## src/rtl/kp_pkg.sv

```systemverilog
package kp_pkg;
    localparam int REG_W        = 16;
    localparam int DBNC_W       = 3;
    localparam int DBNC_LSB     = 11;
    localparam int SCAN_BIT     = 14;
    localparam int STAT_BIT     = 15;
    localparam int MODE_LSB     = 14;
    localparam int MODE_W       = 2;
    localparam logic [MODE_W-1:0] MODE_RST = 2'b11;

    typedef enum logic {
        KP_QUIET    = 1'b0,
        KP_ASSERTED = 1'b1
    } kp_state_e;
endpackage

```

## src/rtl/kp_key_tracker.sv

```systemverilog
module kp_key_tracker #(
    parameter int NUM_KEYS = 16,
    localparam int IDX_W = $clog2(NUM_KEYS)
) (
    input  logic                clk,
    input  logic                rst_n,
    input  logic                ev_vld,
    input  logic [IDX_W-1:0]    ev_idx,
    input  logic                ev_press,
    output logic [NUM_KEYS-1:0] keys_q,
    output logic [NUM_KEYS-1:0] keys_next
);
    always_comb begin
        keys_next = keys_q;
        if (ev_vld && (int'(ev_idx) < NUM_KEYS))
            keys_next[ev_idx] = ev_press;
    end

    always_ff @(posedge clk or negedge rst_n) begin
        if (!rst_n) keys_q <= '0;
        else        keys_q <= keys_next;
    end
endmodule

```

## src/rtl/kp_cfg_regs.sv

```systemverilog
module kp_cfg_regs
    import kp_pkg::*;
#(
    parameter int NUM_KEYS = 16
) (
    input  logic                 clk,
    input  logic                 rst_n,
    input  logic                 mask_we,
    input  logic [NUM_KEYS-1:0]  mask_wdata,
    input  logic                 cfg_we,
    input  logic [REG_W-1:0]     cfg_wdata,
    input  logic                 ctl_we,
    input  logic [REG_W-1:0]     ctl_wdata,
    output logic [NUM_KEYS-1:0]  mask_next,
    output logic [MODE_W-1:0]    mode_q,
    output logic                 scan_q,
    output logic [DBNC_W-1:0]    dbnc_q
);
    logic [NUM_KEYS-1:0] mask_q;

    assign mask_next = mask_we ? mask_wdata : mask_q;

    always_ff @(posedge clk or negedge rst_n) begin
        if (!rst_n) begin
            mask_q <= '0;
            mode_q <= MODE_RST;
            scan_q <= 1'b1;
            dbnc_q <= '0;
        end else begin
            mask_q <= mask_next;
            if (cfg_we) mode_q <= cfg_wdata[MODE_LSB +: MODE_W];
            if (ctl_we) begin
                scan_q <= ctl_wdata[SCAN_BIT];
                dbnc_q <= ctl_wdata[DBNC_LSB +: DBNC_W];
            end
        end
    end
endmodule

```

## src/rtl/kp_irq_fsm.sv

```systemverilog
module kp_irq_fsm
    import kp_pkg::*;
(
    input  logic              clk,
    input  logic              rst_n,
    input  logic              key_ev,
    input  logic              press_ev,
    input  logic              hit_next,
    input  logic [MODE_W-1:0] mode_q,
    input  logic              scan_clr,
    input  logic              data_rd,
    output logic              irq_active
);
    kp_state_e cur_st, nxt_st;
    logic      release_now;

    // Releasing rules are evaluated on the key word after this cycle's event.
    always_comb begin
        release_now = scan_clr
                    | (data_rd & mode_q[1])
                    | (key_ev & ~hit_next & ~mode_q[0]);
        nxt_st = cur_st;
        unique case (cur_st)
            KP_QUIET:    if (press_ev && hit_next && !release_now) nxt_st = KP_ASSERTED;
            KP_ASSERTED: if (release_now) nxt_st = KP_QUIET;
            default:     nxt_st = KP_QUIET;
        endcase
    end

    always_ff @(posedge clk or negedge rst_n) begin
        if (!rst_n) cur_st <= KP_QUIET;
        else        cur_st <= nxt_st;
    end

    always_comb begin
        irq_active = (cur_st == KP_ASSERTED);
    end
endmodule

```

## src/rtl/keypad_irq_ctrl.sv

```systemverilog
module keypad_irq_ctrl
    import kp_pkg::*;
#(
    parameter int NUM_KEYS = 16,
    localparam int IDX_W = $clog2(NUM_KEYS)
) (
    input  logic                clk,
    input  logic                rst_n,
    input  logic                key_vld,
    input  logic [IDX_W-1:0]    key_idx,
    input  logic                key_press,
    input  logic                mask_we,
    input  logic [NUM_KEYS-1:0] mask_wdata,
    input  logic                cfg_we,
    input  logic [REG_W-1:0]    cfg_wdata,
    input  logic                ctl_we,
    input  logic [REG_W-1:0]    ctl_wdata,
    input  logic                data_rd,
    output logic [NUM_KEYS-1:0] key_state,
    output logic [REG_W-1:0]    ctl_rdata,
    output logic [REG_W-1:0]    cfg_rdata,
    output logic                irq_status,
    output logic                irq_n
);
    logic [NUM_KEYS-1:0] keys_next;
    logic [NUM_KEYS-1:0] mask_next;
    logic [MODE_W-1:0]   mode_q;
    logic                scan_q;
    logic [DBNC_W-1:0]   dbnc_q;
    logic                irq_active;
    logic                hit_next;

    kp_key_tracker #(.NUM_KEYS(NUM_KEYS)) u_keys (
        .clk(clk), .rst_n(rst_n),
        .ev_vld(key_vld), .ev_idx(key_idx), .ev_press(key_press),
        .keys_q(key_state), .keys_next(keys_next)
    );

    kp_cfg_regs #(.NUM_KEYS(NUM_KEYS)) u_regs (
        .clk(clk), .rst_n(rst_n),
        .mask_we(mask_we), .mask_wdata(mask_wdata),
        .cfg_we(cfg_we), .cfg_wdata(cfg_wdata),
        .ctl_we(ctl_we), .ctl_wdata(ctl_wdata),
        .mask_next(mask_next), .mode_q(mode_q),
        .scan_q(scan_q), .dbnc_q(dbnc_q)
    );

    assign hit_next = |(keys_next & ~mask_next);

    kp_irq_fsm u_fsm (
        .clk(clk), .rst_n(rst_n),
        .key_ev(key_vld), .press_ev(key_vld & key_press),
        .hit_next(hit_next), .mode_q(mode_q),
        .scan_clr(ctl_we & ctl_wdata[SCAN_BIT]),
        .data_rd(data_rd), .irq_active(irq_active)
    );

    assign irq_status = irq_active;
    assign irq_n      = ~irq_active;

    always_comb begin
        ctl_rdata = '0;
        ctl_rdata[STAT_BIT] = irq_active;
        ctl_rdata[SCAN_BIT] = scan_q | ~(|key_state);
        ctl_rdata[DBNC_LSB +: DBNC_W] = dbnc_q;
        cfg_rdata = '0;
        cfg_rdata[MODE_LSB] = mode_q[0];
    end
endmodule

```

## config.mk

```make
export PLATFORM = sky130hd
export DESIGN_NAME = keypad_irq_ctrl
export DESIGN_NICKNAME = d
export VERILOG_FILES = /design/src/rtl/kp_pkg.sv /design/src/rtl/kp_key_tracker.sv /design/src/rtl/kp_cfg_regs.sv /design/src/rtl/kp_irq_fsm.sv /design/src/rtl/keypad_irq_ctrl.sv
export SDC_FILE = /design/constraint.sdc
export NUM_CORES = 1
export LEC_CHECK = 0
export CAP_MARGIN = 20
export CORE_MARGIN = 4
export CORE_UTILIZATION = 38
export CTS_BUF_LIST = sky130_fd_sc_hd__clkbuf_16
export DETAILED_ROUTE_END_ITERATION = 8
export GPL_ROUTABILITY_DRIVEN = 0
export PLACE_DENSITY = 0.78
export SLEW_MARGIN = 20
export SYNTH_ARGS = -nofsm -noshare
export SYNTH_HDL_FRONTEND = slang
export SYNTH_SLANG_ARGS = --single-unit
```

## constraint.sdc

```tcl
create_clock -name clk -period 1.6 [get_ports clk]
set_input_delay 0.48 -clock clk [delete_from_list [all_inputs] [get_ports clk]]
set_output_delay 0.48 -clock clk [all_outputs]
set_load 0.01 [all_outputs]
```

==> results.txt, run 1 <==
Fin crit period - 1.94 ns
CTS clk-pin slew, worst paths - 0.06 ns
Cell Area, Synth - 1950 sq um
First-pass GRT wire length - 8.98 mm
Ranking of synthesized cells by area - dfrtp_1, mux2_2, buf_4
Initial Utilization - 40.3%
Via/cell ratio - 4.78
CP Data Required Time - 1.77 ns
Outcome - finished, violations left
Clk buf depth - 2
Vias in the first global route - 1783
Fin area - 3160 sq um
Register area share after synthesis - 50.2%
DIE HEIGHT - 79.7 microns
Rows - 25
Number of synthesized register bits - 39
IO Port Bufs - 57
Internal - 2370 uW
Drt first-iter violations - 76
Area grow syn2layout - 61.9%
Arrival @ worst endpoint - 2.11 ns
Largest area contributor in the netlist - dfrtp_1
Ant diodes - 0
H-tree lvl count - 2
Synth Area in XOR/XNOR - 0%
Dpl cell area - 2780 sq um
Largest net degree at the start of global routing - 40
Total track usage - 19.1%
Routed Antenna Nets - 0
Vias - 1646
Die ar. - 6350 sq um
Setup slack after layout - -0.343 ns
Seq pwr share - 37.4%
Final Max Slew Viols - 0
Mapped Avg Cell Area - 11.5 sq um
Wire per inst - 16.9 microns
Critical path peak fanout - 4
DP Wirelength - 3.85 mm
Layout cells sized above 1 - 39.0%
Hold_ws - 0.155 ns
Logic pwr share - 34.5%
Worst-Skew Late Latency - 0.28 ns
Final nets - 336
Drt first pass iters - 4
Critical Path Start Type - input pin
Area share of fa/ha/maj cells after synthesis - 0%
Warnings from Yosys - 0
Endpoints failing setup - 2
CP endpoint kind - register
IO Count - 110
Top-count cell post-synth - dfrtp_1
Die width - 79.7 microns
Pleak - 0.00153 uW
Final hold viol count - 0
Total grt overflow - 0
Simple-gate share of the synthesized area - 9.10%
Clock root buffer - clkbuf_16
Worst Hold Class - in -> async
P per Cell Area - 1060 nW/um^2
Unrepaired setup endpoints after global routing - true
Clock Sinks - 39
Synth Area in Compound Gates - 4.81%
DRC - 0
CTS Buf Count - 5
Failing checks - setup timing
CTS tree - built
Psw - 989 uW
Switching Fraction - 29.5%
Initial antenna violation count - 0
Number of synthesized flops with an enable pin - 0
Max Freq - 515 MHz
Final period util - 121%
Syn Inst Count - 170
Setup CP Type - in -> reg
Mux cell area share after synthesis - 21.0%
Maxcap violations - 0
Largest family of logic cells by synthesized area - multiplexers
Ys async rst share - 100%
Clk pwr share - 28.0%
Clk_skew - 0.00300 ns
Fillers - 370
Area share of the largest cell type after synthesis - 46.2%
Core area - 4850 sq um
Main synth FF type - dfrtp_1
Commonest cells post-synth - dfrtp_1, buf_4, mux2_2
Count of cell types in the netlist - 27
Routed WL - 5.83 mm
Worst vdd ir - 921 uV
-- cells in the final DEF, fill, tap and decap left out, types with 3 or more instances in the layout --
| master | count |
|---|---|
| dfstp_2 | 3 |
| buf_6 | 3 |
| clkdlybuf4s50_1 | 25 |
| inv_1 | 19 |
| a22oi_2 | 3 |
| mux2_2 | 22 |
| buf_4 | 41 |
| clkdlybuf4s15_1 | 9 |
| dfrtp_1 | 36 |
| nor2_1 | 5 |
| buf_12 | 4 |
| nand3b_1 | 4 |
| conb_1 | 26 |
| buf_2 | 5 |
| clkbuf_16 | 5 |
| mux2i_1 | 12 |
| dlygate4sd2_1 | 14 |
| nor2_4 | 3 |
-- worst max-delay path, cell delays in order --
cell      delay (ns)
buf_8           0.11
nand3b_1        0.22
nor3_2          0.27
mux2_2          0.40
a22oi_2         0.20
nand4_1         0.14
o31a_1          0.30
-- path summary, 6_finish.rpt --
path                              startpoint           endpoint  slack [ns]  depth (start not counted)
setup / recovery                  key_idx[0]   u_fsm.irq_active       -0.34                          7
hold reg to reg             u_regs.mask_q[8]   u_regs.mask_q[8]        0.48                          2
hold / removal                         rst_n  u_regs.mask_q[13]        0.16                          2
min in group clk            u_regs.mask_q[8]   u_regs.mask_q[8]        0.48                          2
setup reg to reg           u_keys.keys_q[14]   u_fsm.irq_active       -0.11                          6
max in group asynchronous              rst_n   u_regs.mode_q[1]        1.19                          2
-- flip-flops by register name (all words and copies together) (netlist names) --
register          flops
u_keys.keys_q        16
u_regs.mask_q        16
u_regs.dbnc_q         3
u_regs.mode_q         2
u_fsm.irq_active      1
u_regs.scan_q         1
-- power groups by stage --
stage                     Combinational, uW  Sequential (uW)  Clock, uW
after floorplan                         355             1290          0
after global placement                 1020             1240          0
after detailed placement               1030             1240          0
after CTS                              1120             1240        940
after global routing                   1240             1270        987
final                                  1160             1260        941
-- timing repair --
item | 4_1_cts | 5_1_grt
hold buffers | 0 | 0
buffers inserted | 14 | 2
setup endpoints to repair | 36 | 12
gates resized for setup | 75 | 22
cloned | 2 | 0
pin swaps | 8 | 1
-- kinds of logic (layout without fill, tap and decap cells) --
family	count (synthesis)	in the layout
other	1	26
multiplexers	38	38
buffers and inverters	48	130
flip-flops	39	39
AO/OA/AOI/OAI	13	13
AND/OR/NAND/NOR	31	31
-- stage by stage --
step	total power, uW	cells	util [%]	setup TNS [ns]	setup WS, ns
after global placement	2250	322	57.3	-7.32	-1.00
after floorplan	1650	195	-	-0.200	-0.200
after CTS	3300	346	64.8	-0.655	-0.256
after detailed placement	2270	322	57.3	-8.06	-1.04
after global routing	3500	344	65.2	-0.659	-0.355
final	3360	344	65.2	-0.606	-0.343
-- routing by layer --
layer / up-vias / global-route usage (%) / routed length, microns
met5: - / 0 / 0
li1: 740 / - / -
met1: 804 / 22.5 / 2320
met4: 0 / 8.59 / 150
met3: 16 / 4.85 / 439
met2: 86 / 32.6 / 2920
-- area by class of cell --
class,count,area [sq um],share of cell area (%)
Timing Repair Buffer,105,995,31.5
Inverter,17,63.8,2.02
Clock buffer,5,125,3.96
Clock inverter,3,12.5,0.396
Tap cell,67,83.8,2.65
Multi-Input combinational cell,108,901,28.5
Sequential cell,39,980,31.0
Power figures use the tool's default switching activity.
==> run 2: changes to the inputs <==
CTS_CLUSTER_SIZE = 24   (was unset)
SKIP_LAST_GASP = 1   (was unset)
==> run 2 against run 1 <==
  * The run still ends with setup timing left
  * Hold slack worse by 0.0012 ns
  * Cell area stayed put
  * Clock power hardly changed
  * Routed wire length is 0.33% higher
  * Sequential share of layout area stayed put
  * Utilization stayed put
  * Flip-flop and latch count stayed put
  * Critical path depth is 1 higher
  * Critical endpoint unchanged
  * Highest routed layer unchanged
==> results.txt, run 2 (synthesis gave the netlist of run 1 again) <==
Maxcap violations - 0
H-tree lvl count - 2
Largest registers - u_keys.keys_q (16), u_regs.mask_q (16), u_regs.dbnc_q (3)
Setup CP Type - in -> reg
Total power - 3340 uW
Endpoints failing setup - 2
Layout cells sized above 1 - 38.8%
Commonest non-fill, non-tap cell in the layout - buf_4
Failing checks - setup timing
Clock root buffer - clkbuf_16
Worst Hold Class - in -> async
Clk_skew - 0.00253 ns
Die width - 79.7 microns
Fin crit period - 1.95 ns
First-pass GRT wire length - 8.96 mm
Arrival @ worst endpoint - 2.11 ns
DP Wirelength - 3.85 mm
Worst-Skew Late Latency - 0.28 ns
Final Max Slew Viols - 0
Routed Antenna Nets - 0
Initial Utilization - 40.3%
Final hold viol count - 0
Final nets - 337
Clock Sinks - 39
CTS Buf Count - 5
Pleak - 0.00154 uW
Vias - 1678
Switching Fraction - 29.4%
Max Freq - 514 MHz
Total track usage - 19.1%
Clk buf depth - 2
IO Port Bufs - 57
Fillers - 367
Total grt overflow - 0
Largest net degree at the start of global routing - 40
Rows - 25
Logic pwr share - 34.3%
Drt first pass iters - 4
Clk pwr share - 28.0%
Routed WL - 5.85 mm
CTS clk-pin slew, worst paths - 0.06 ns
Die ar. - 6350 sq um
Via/cell ratio - 4.86
Seq pwr share - 37.6%
IO Count - 110
CP Data Required Time - 1.77 ns
Area grow syn2layout - 61.9%
Ant diodes - 0
Unrepaired setup endpoints after global routing - true
Final period util - 122%
Pre-CTS setup slack - -1.04 ns
DRC - 0
CP endpoint kind - register
Core area - 4850 sq um
Vias in the first global route - 1782
DIE HEIGHT - 79.7 microns
Worst vdd ir - 888 uV
Initial antenna violation count - 0
Outcome - finished, violations left
Psw - 983 uW
Setup slack after layout - -0.346 ns
Hold Buf Count CTS - 0
CTS tree - built
P per Cell Area - 1060 nW/um^2
Wire per inst - 16.9 microns
Internal - 2360 uW
Drt first-iter violations - 86
Commonest cells after routing, fill and taps aside - buf_4, dfrtp_1, conb_1
Critical Path Start Type - input pin
Critical path peak fanout - 4
## run 2: cell count changes in the layout (fill, tap and decap cells not counted), sizes merged
cell         delta
buf             -1
dlygate4sd2     +1
clkbuf          +1
## run 2: final timing paths
check | start | endpoint | slack [ns] | cells after the start
setup / recovery | key_idx[0] | u_fsm.irq_active | -0.35 | 8
hold reg to reg | u_regs.mask_q[8] | u_regs.mask_q[8] | 0.48 | 2
setup reg to reg | u_keys.keys_q[5] | u_fsm.irq_active | -0.03 | 5
min in group clk | u_regs.mask_q[8] | u_regs.mask_q[8] | 0.48 | 2
hold / removal | rst_n | u_regs.mask_q[13] | 0.15 | 2
max in group asynchronous | rst_n | u_regs.mode_q[0] | 1.19 | 2
## run 2: layout make-up
class | instances | area [sq um] | area share (%)
Multi-Input combinational cell | 108 | 895 | 28.3
Clock buffer | 5 | 125 | 3.96
Clock inverter | 3 | 12.5 | 0.396
Tap cell | 67 | 83.8 | 2.65
Timing Repair Buffer | 106 | 1000 | 31.7
Sequential cell | 39 | 980 | 31.0
Inverter | 17 | 63.8 | 2.02
## run 2: worst max-delay path, stage by stage
cell and delay (ns):
buf_8 0.11, nand3b_1 0.19, buf_6 0.16, nor2_4 0.12
mux2i_2 0.26, o22ai_1 0.11, or3_4 0.40, o31a_1 0.28
## run 2: repair_timing
action,CTS,global route
cloned,2,0
buffers inserted,14,3
gates resized for setup,74,17
pin swaps,8,6
endpoints found under the setup margin,36,12
## run 2: stage by stage
step                      TNS [ns]  hold WS [ns]  cell area [sq um]  utilization (%)  std cells
after global placement       -7.32         0.463               2780             57.3        322
final                       -0.604         0.154               3160             65.2        345
after detailed placement     -8.06         0.461               2780             57.3        322
after floorplan             -0.200         0.184               2050                -        195
after CTS                   -0.679         0.164               3140             64.7        346
after global routing        -0.659         0.175               3160             65.2        345
## run 2: power by group through the flow
stage                     combinational, uW  clock (uW)  sequential, uW
after floorplan                         355           0            1290
after global placement                 1020           0            1240
after detailed placement               1030           0            1240
after CTS                              1110         940            1240
after global routing                   1230         987            1270
final                                  1150         938            1260
## run 2: layer usage
metal  up-vias  global-route usage, %  wire length (microns)
li1        740                      -                      -
met1       825                   22.4                   2290
met2        93                   32.6                   2870
met3        20                   4.85                    519
met4         0                   8.59                    173
met5         -                      0                      0
==> run 3: changes to the inputs <==
CORE_MARGIN = unset   (was 4)
==> run 3 against run 2 <==
  * The flow still finishes with violations (setup timing)
  * Combinational power is essentially flat
  * Register-to-register slack better by 0.02 ns
  * Setup slack better by 0.087 ns
  * Hold slack got worse by 0.010 ns
  * Global-route usage rose by 2.5 points
  * Clock power about the same
  * Power hardly changed
  * Clock skew about the same
==> results.txt, run 3 (synthesis gave the netlist of run 1 again) <==
Clk_skew - 0.00300 ns
Clock root buffer - clkbuf_16
CTS clk-pin slew, worst paths - 0.06 ns
Setup slack after layout - -0.259 ns
Register area - 980 sq um
Hold_ws - 0.144 ns
Setup TNS Final - -0.504 ns
Worst vdd ir - 583 uV
Largest net degree at the start of global routing - 23
Area of the multi-input gates - 940 sq um
Max Freq - 538 MHz
Unrepaired setup endpoints after global routing - true
Final hold viol count - 0
CTS tree - built
Arrival @ worst endpoint - 1.38 ns
Drt first-iter violations - 87
P per Cell Area - 1050 nW/um^2
Rows - 25
Crit-path slowest cell - dfrtp_1
Initial Utilization - 40.5%
Commonest non-fill, non-tap cell in the layout - buf_4
Drt first pass iters - 4
Met3 Usage GRT - 5.21%
Vias in the first global route - 1720
IO Port Bufs - 57
Final nets - 339
Final period util - 116%
DIE HEIGHT - 73.7 microns
Endpoints failing setup - 2
Clk buf depth - 2
Die width - 73.7 microns
Total track usage - 21.6%
Via/cell ratio - 4.60
Failing checks - setup timing
IO Count - 110
GR Layer Usage met1 - 25.8%
First-pass GRT wire length - 8.38 mm
Reg2reg path depth - 6
Worst-Skew Late Latency - 0.28 ns
Critical Path Start Type - register
Ant diodes - 0
Die ar. - 5430 sq um
Worst Hold Class - in -> async
Critical path peak fanout - 2
Maxcap violations - 0
Crit-path cells - nor4_1, a41o_1, buf_2
Fillers - 367
Dpl cell area - 2780 sq um
Non-Filler Instances - 347
Crit. path cell count - 3
CP Data Required Time - 1.12 ns
Core area - 4820 sq um
Area grow syn2layout - 62.5%
Worst stage delay on the critical path - 0.38 ns
DP Wirelength - 3.80 mm
Layout cells sized above 1 - 42.1%
Routed Antenna Nets - 0
Vias - 1596
Wire per inst - 15.5 microns
Largest registers - u_keys.keys_q (16), u_regs.mask_q (16), u_regs.dbnc_q (3)
Pleak - 0.00155 uW
Reg2reg end - u_fsm.irq_active
Routed WL - 5.38 mm
CP endpoint kind - primary output
R2r setup slk - -0.01 ns
Total grt overflow - 0
Fin area - 3170 sq um
DRC - 0
Final Max Slew Viols - 0
CTS Buf Count - 5
Commonest cells after routing, fill and taps aside - buf_4, dfrtp_1, conb_1
H-tree lvl count - 2
Outcome - finished, violations left
CP top delay family - flip-flops
Initial antenna violation count - 0
Fin crit period - 1.86 ns
Setup CP Type - reg -> out
Clock Sinks - 39
Busiest layer in global routing - met2
Met2 Usage GRT - 37.2%
Hold Buf Count CTS - 0
Buf/Inv on CP - 1
Placed cells - 324
Worst reg2reg startpoint - u_keys.keys_q[8]
## run 3: cell types whose count changed in the layout (fill, tap and decap cells not counted), sizes merged
cell	before	now
buf	53	58
bufbuf	2	0
clkdlybuf4s15	9	4
clkinv	1	2
dlygate4sd2	15	19
inv	19	18
## run 3: worst max-delay path by stage
| stage | startpoint | end | slack, ns |
|---|---|---|---|
| after floorplan | key_idx[0] | u_fsm.irq_active | -0.20 |
| after global placement | key_idx[0] | u_fsm.irq_active | -0.95 |
| after detailed placement | key_idx[0] | u_fsm.irq_active | -1.04 |
| after CTS | key_idx[1] | u_fsm.irq_active | -0.23 |
| after global routing | u_keys.keys_q[12] | ctl_rdata[14] | -0.29 |
| final | u_keys.keys_q[12] | ctl_rdata[14] | -0.26 |
## run 3: per-layer routing
| layer | routed length [microns] | share of wire, % |
|---|---|---|
| met5 | 0 | 0 |
| met3 | 235 | 4.4 |
| met2 | 2800 | 52 |
| met4 | 127 | 2.4 |
| met1 | 2210 | 41 |
## run 3: layout make-up
cell class	instances	area share, %
Clock inverter	3	0.394
Inverter	17	2.01
Timing Repair Buffer	108	30.5
Multi-Input combinational cell	108	29.6
Sequential cell	39	30.9
Tap cell	67	2.64
Clock buffer	5	3.94
## run 3: power by group
part / switching, uW / leakage [uW] / total [uW] / internal, uW
logic: 489 / 0.00101 / 1160 / 669
clock network: 373 / 0.0000724 / 936 / 563
registers: 103 / 0.000463 / 1250 / 1150
total: 966 / 0.00155 / 3340 / 2380
## run 3: repair_timing
action	in CTS	in global routing
gates resized for setup	85	22
pin swaps	11	13
buffers inserted	12	5
setup endpoints to repair	36	9
## run 3: through the flow
stage	total power [uW]	setup slack, ns	util (%)
2_1_floorplan	1650	-0.200	-
3_3_place_gp	2260	-0.953	57.7
3_5_place_dp	2290	-1.04	57.7
4_1_cts	3290	-0.234	64.5
5_1_grt	3500	-0.294	65.8
6_report	3340	-0.259	65.8
## run 3: worst register-to-register path: stages (launching register included)
cell and delay [ns]:
dfrtp_1 0.41, buf_4 0.15, buf_4 0.13, mux2_2 0.29, a22oi_2 0.15, o21ai_1 0.09, o31a_1 0.29
